$ cat config.mk
export PLATFORM = sky130hd
export DESIGN_NAME = trace_console_dec
export DESIGN_NICKNAME = d
export VERILOG_FILES = /design/src/rtl/tcd_pkg.sv /design/src/rtl/tcd_classify.sv /design/src/rtl/tcd_char_hold.sv /design/src/rtl/trace_console_dec.sv
export SDC_FILE = /design/constraint.sdc
export NUM_CORES = 1
export LEC_CHECK = 0
export ABC_AREA = 1
export BUFFER_PORTS_ARGS = -buffer_cell sky130_fd_sc_hd__buf_2
export CORE_MARGIN = 5
export CORE_UTILIZATION = 29
export CTS_CLUSTER_SIZE = 14
export DETAILED_ROUTE_END_ITERATION = 8
export GPL_ROUTABILITY_DRIVEN = 1
export PLACE_DENSITY_LB_ADDON = 0.3
export SYNTH_ARGS = -nofsm -noshare
export SYNTH_HDL_FRONTEND = slang
export SYNTH_SLANG_ARGS = --single-unit
$ cat constraint.sdc
create_clock -name clk_i -period 1.1 [get_ports clk_i]
set_clock_uncertainty 0.15 [all_clocks]
set_input_delay 0.275 -clock clk_i [delete_from_list [all_inputs] [get_ports clk_i]]
set_output_delay 0.275 -clock clk_i [all_outputs]
set_load 0.05 [all_outputs]
$ cat src/rtl/tcd_pkg.sv
package tcd_pkg;
  typedef enum logic [1:0] {
    SZ_BYTE = 2'd0,
    SZ_HALF = 2'd1,
    SZ_WORD = 2'd2,
    SZ_RSVD = 2'd3
  } acc_size_e;

  localparam logic [7:0] CHR_CR   = 8'h0D;
  localparam logic [7:0] CHR_LF   = 8'h0A;
  localparam logic [7:0] CHR_NUL  = 8'h00;
  localparam logic [7:0] MARK_OPA = 8'hC0;
  localparam logic [7:0] MARK_OPB = 8'hC3;
endpackage

$ cat src/rtl/tcd_classify.sv
module tcd_classify
  import tcd_pkg::*;
#(
  parameter int          CH_W    = 8,
  parameter int unsigned CTRL_CH = 253
) (
  input  logic [CH_W-1:0] chan_i,
  input  logic [7:0]      byte_i,
  output logic            emit_o,
  output logic [7:0]      code_o
);
  localparam logic [CH_W-1:0] CtrlCh = CH_W'(CTRL_CH);

  always_comb begin
    emit_o = 1'b1;
    code_o = byte_i;
    if (chan_i == CtrlCh) begin
      code_o = CHR_CR;
    end else if (byte_i == MARK_OPA || byte_i == MARK_OPB) begin
      emit_o = 1'b0;
    end else if (byte_i == CHR_NUL) begin
      code_o = CHR_LF;
    end
  end
endmodule

$ cat src/rtl/tcd_char_hold.sv
module tcd_char_hold #(
  parameter int W = 8
) (
  input  logic         clk_i,
  input  logic         rst_ni,
  input  logic         load_i,
  input  logic [W-1:0] data_i,
  input  logic         ready_i,
  output logic         valid_o,
  output logic [W-1:0] data_o
);
  always_ff @(posedge clk_i or negedge rst_ni) begin
    if (!rst_ni) begin
      valid_o <= 1'b0;
      data_o  <= '0;
    end else if (load_i) begin
      valid_o <= 1'b1;
      data_o  <= data_i;
    end else if (ready_i) begin
      valid_o <= 1'b0;
    end
  end

  assert_hold_stable_R8: assert property (@(posedge clk_i) disable iff (!rst_ni)
    valid_o && !ready_i |=> valid_o && $stable(data_o));

  assert_no_overwrite_R8: assert property (@(posedge clk_i) disable iff (!rst_ni)
    load_i |-> !valid_o);
endmodule

$ cat src/rtl/trace_console_dec.sv
module trace_console_dec
  import tcd_pkg::*;
#(
  parameter int          ADDR_W  = 16,
  parameter int          DATA_W  = 32,
  parameter int          SLICE_W = 6,
  parameter int          CH_W    = 8,
  parameter int unsigned CTRL_CH = 253
) (
  input  logic              clk_i,
  input  logic              rst_ni,
  input  logic              bus_valid_i,
  input  logic              bus_write_i,
  input  logic [1:0]        bus_size_i,
  input  logic [ADDR_W-1:0] bus_addr_i,
  input  logic [DATA_W-1:0] bus_wdata_i,
  output logic              bus_ready_o,
  output logic [DATA_W-1:0] bus_rdata_o,
  output logic              bus_err_o,
  output logic [7:0]        char_o,
  output logic              char_valid_o,
  input  logic              char_ready_i
);
  localparam logic [CH_W-1:0] CtrlCh = CH_W'(CTRL_CH);

  logic            acc;
  logic            good_wr;
  logic [CH_W-1:0] chan;
  logic [7:0]      wbyte;
  logic            emit;
  logic [7:0]      code;
  logic            unused_bits;

  assign chan        = bus_addr_i[SLICE_W +: CH_W];
  assign wbyte       = bus_wdata_i[7:0];
  assign unused_bits = ^{bus_addr_i, bus_wdata_i};

  assign bus_ready_o = !char_valid_o;
  assign bus_rdata_o = '0;
  assign acc         = bus_valid_i && bus_ready_o;
  assign good_wr     = bus_write_i && (acc_size_e'(bus_size_i) == SZ_BYTE);

  tcd_classify #(.CH_W(CH_W), .CTRL_CH(CTRL_CH)) u_classify (
    .chan_i (chan),
    .byte_i (wbyte),
    .emit_o (emit),
    .code_o (code)
  );

  tcd_char_hold #(.W(8)) u_hold (
    .clk_i   (clk_i),
    .rst_ni  (rst_ni),
    .load_i  (acc && good_wr && emit),
    .data_i  (code),
    .ready_i (char_ready_i),
    .valid_o (char_valid_o),
    .data_o  (char_o)
  );

  always_ff @(posedge clk_i or negedge rst_ni) begin
    if (!rst_ni) bus_err_o <= 1'b0;
    else         bus_err_o <= acc && !good_wr;
  end

  assert_err_after_bad_R6: assert property (@(posedge clk_i) disable iff (!rst_ni)
    acc && bus_write_i && bus_size_i != 2'd0 |=> bus_err_o && !char_valid_o);

  assert_err_after_read_R7: assert property (@(posedge clk_i) disable iff (!rst_ni)
    acc && !bus_write_i |=> bus_err_o && !char_valid_o);

  assert_flush_cr_R2: assert property (@(posedge clk_i) disable iff (!rst_ni)
    acc && good_wr && chan == CtrlCh |=> char_valid_o && char_o == CHR_CR);

  assert_marker_drop_R3: assert property (@(posedge clk_i) disable iff (!rst_ni)
    acc && good_wr && chan != CtrlCh && (wbyte == MARK_OPA || wbyte == MARK_OPB)
    |=> !char_valid_o && !bus_err_o);

  assert_nul_lf_R4: assert property (@(posedge clk_i) disable iff (!rst_ni)
    acc && good_wr && chan != CtrlCh && wbyte == CHR_NUL |=> char_valid_o && char_o == CHR_LF);
endmodule

==> metrics.cfg <==
[critical_path]
regToRegEndpoint = u_hold.data_o[5]
crit_type = flop to primary output
cp-end-kind = primary output
crit_required_ns = 0.67
cp.arrival_ns = 0.89
path_delay_family = flip-flops
cpMaxStageDelayCell = dfrtp_2
r2r_slack_ns = -0.18
critical_path_depth = 2
worstPathCellList = clkinv_4 -> buf_8
worstPathMaxFanout = 3
ff2ff_path_depth = 6
critPathLaunchType = flop
regToRegStartpoint = u_hold.valid_o
crit_buf_inv = 2
critPathMaxStageDelay_ns = 0.42

[yosys]
ys_ff_latch = 10
syn_area_um2 = 825
ys_types = 16
netlist.top_cell.by_area = dfrtp_1
synth_area_per_cell_um2 = 7.05
yosysWarnings = 0
yosysSeqAreaShare_pct = 30.3
synth_top_area_share_pct = 30.3
synth_cells = 117
synth_area_leaders = dfrtp_1 30%, buf_4 29%, nand2_1 14%

[sta]
hold_violations = 0
period_needed_ns = 1.32
fmax_mhz = 758
setup_viol = 20
rsz0062_at_grt = yes
post-route-period-util_pct = 120
slew_violations = 0
setup_ws_ns = -0.220

[finish]
num_antenna_cells = 0
final_common_cell = conb_1
drive_gt1_share_pct = 40.1
final_cell_mix = 32 x conb_1, 29 x nand2_1, 22 x buf_2
fill_cells = 292
fin_cells = 203
final_nets = 228
syn_to_final_growth_pct = 45.8

[power_and_ir_drop]
powerDensity_mw_per_mm2 = 1450
p_leak_nw = 0.710
power_mw = 1.75
p_sw_uw = 819
p_comb_share_pct = 53.2
netSwitchingFraction_pct = 46.9
seq_power_share_pct = 27.8
vdd_drop_max_uv = 1030
internal-power_uw = 926
clkPwrFrac_pct = 18.9

[min_path]
hold-path-endpoint = u_hold.valid_o
worstHoldPathCells = 2
hp-start = char_ready_i
hold_path.class = primary input to flop

[floorplan]
rows = 19
fp.dieArea_mm2 = 0.00401
ios = 98
start_util_pct = 30.2
chipWidth_um = 63.3
die_h_um = 63.3
core_mm2 = 0.00273

[drt]
vias = 780
remaining_drc_errors = 0
drt_iter0_markers = 16
drt-total-wl_um = 1950
detail_route.first_pass.iterations = 4
routedWlPerCell_um = 9.62
ant_nets = 0
avgViaCountPerCell = 3.84

[outcome]
failed_checks = negative setup slack
outcome = finished with violations

[global_routing]
grt_pass1_wl_um = 3200
antenna_found_initial = 0
grt_overflow = 0
grt_usage_pct = 9.63
grt_pass1_vias = 798
grt_max_degree = 11

[cts]
cts_tree = yes
cts.sinks = 10
insertion_delay_ns = 0.26
numCtsBuffers = 3
htreeDepth = 1
clock_path_buffers = 2
clockRootBuffer = clkbuf_4
clk_pin_slew_ns = 0.07

[place]
dp_cells = 191
port_buffers = 33
place_congestion = 0.761
hpwl_um = 1670

[run]
maxCapViolations = 0

-- sequential cells by signal, summed over array words and instances (netlist names) --
register and cells:
u_hold.data_o 8, u_hold.valid_o 1, bus_err_o 1
-- worst max-delay path by stage --
stage	from	endpoint	slack, ns
6_report	u_hold.valid_o	bus_ready_o	-0.22
2_1_floorplan	u_hold.valid_o	u_hold.data_o[0]	-0.30
3_5_place_dp	bus_wdata_i[5]	u_hold.valid_o	-0.22
4_1_cts	u_hold.valid_o	bus_ready_o	-0.25
5_1_grt	u_hold.valid_o	bus_ready_o	-0.26
3_3_place_gp	bus_wdata_i[5]	u_hold.valid_o	-0.22
-- per-stage QoR --
step	instance area, um^2	setup slack [ns]	util (%)	setup TNS, ns	hold WS [ns]
2_1_floorplan	955	-0.303	-	-2.66	-0.171
3_3_place_gp	1010	-0.220	37.1	-1.67	-0.00893
3_5_place_dp	1010	-0.217	37.1	-1.84	0.000991
4_1_cts	1160	-0.245	42.5	-2.99	0.0268
5_1_grt	1200	-0.256	44.0	-3.69	0.0327
6_report	1200	-0.220	44.0	-2.74	0.0344
-- what timing repair did --
action / 4_1_cts / 5_1_grt
hold endpoints to repair: 10 / 0
resized for setup: 25 / 3
pin swaps: 11 / 1
endpoints found under the setup margin: 20 / 20
gates cloned: 1 / 0
buffers inserted: 2 / 4
hold buffers: 1 / 0
-- metal layers --
layer	track usage [%]	up-vias	wire length [um]
met4	4.68	0	14
li1	-	402	-
met5	0	-	0
met3	2.13	2	182
met1	10.6	334	784
met2	17.1	42	972
-- final cells by class --
cell class / instances / area [um^2] / area share [%]
repair buffers: 51 / 384 / 31.9
well taps: 31 / 38.8 / 3.23
flip-flops and latches: 10 / 251 / 20.9
multi-input cells: 93 / 434 / 36.1
clock buffers: 4 / 36.3 / 3.02
inverters: 14 / 57.6 / 4.79
-- synth_stat cells --
cell type / n
a31oi_1: 1
buf_4: 32
clkinv_1: 1
conb_1: 1
dfrtp_1: 10
inv_1: 12
inv_2: 1
nand2_1: 31
nand2_2: 3
nand2_4: 1
nand3_1: 7
nand4_1: 5
nor2_1: 8
nor2_2: 2
nor2_4: 1
o21ai_0: 1
-- kinds of logic (layout without fill, tap and decap cells) --
kind of cell	count (synthesis)	in the layout	share of synthesized area, %
buf+inv	46	69	35.5
compound gates	2	2	1.37
simple gates	58	59	32.3
other cells	1	32	0.455
flops	10	10	30.3
-- power groups by stage --
stage	Clock (mW)	Sequential (mW)	Combinational (mW)
floorplan	0	0.724	0.432
global placement	0	0.477	0.762
detailed placement	0	0.481	0.770
CTS	0.344	0.490	0.891
global route	0.358	0.496	0.984
finish	0.330	0.486	0.929
Note: power is estimated with default switching activity, not from simulation.
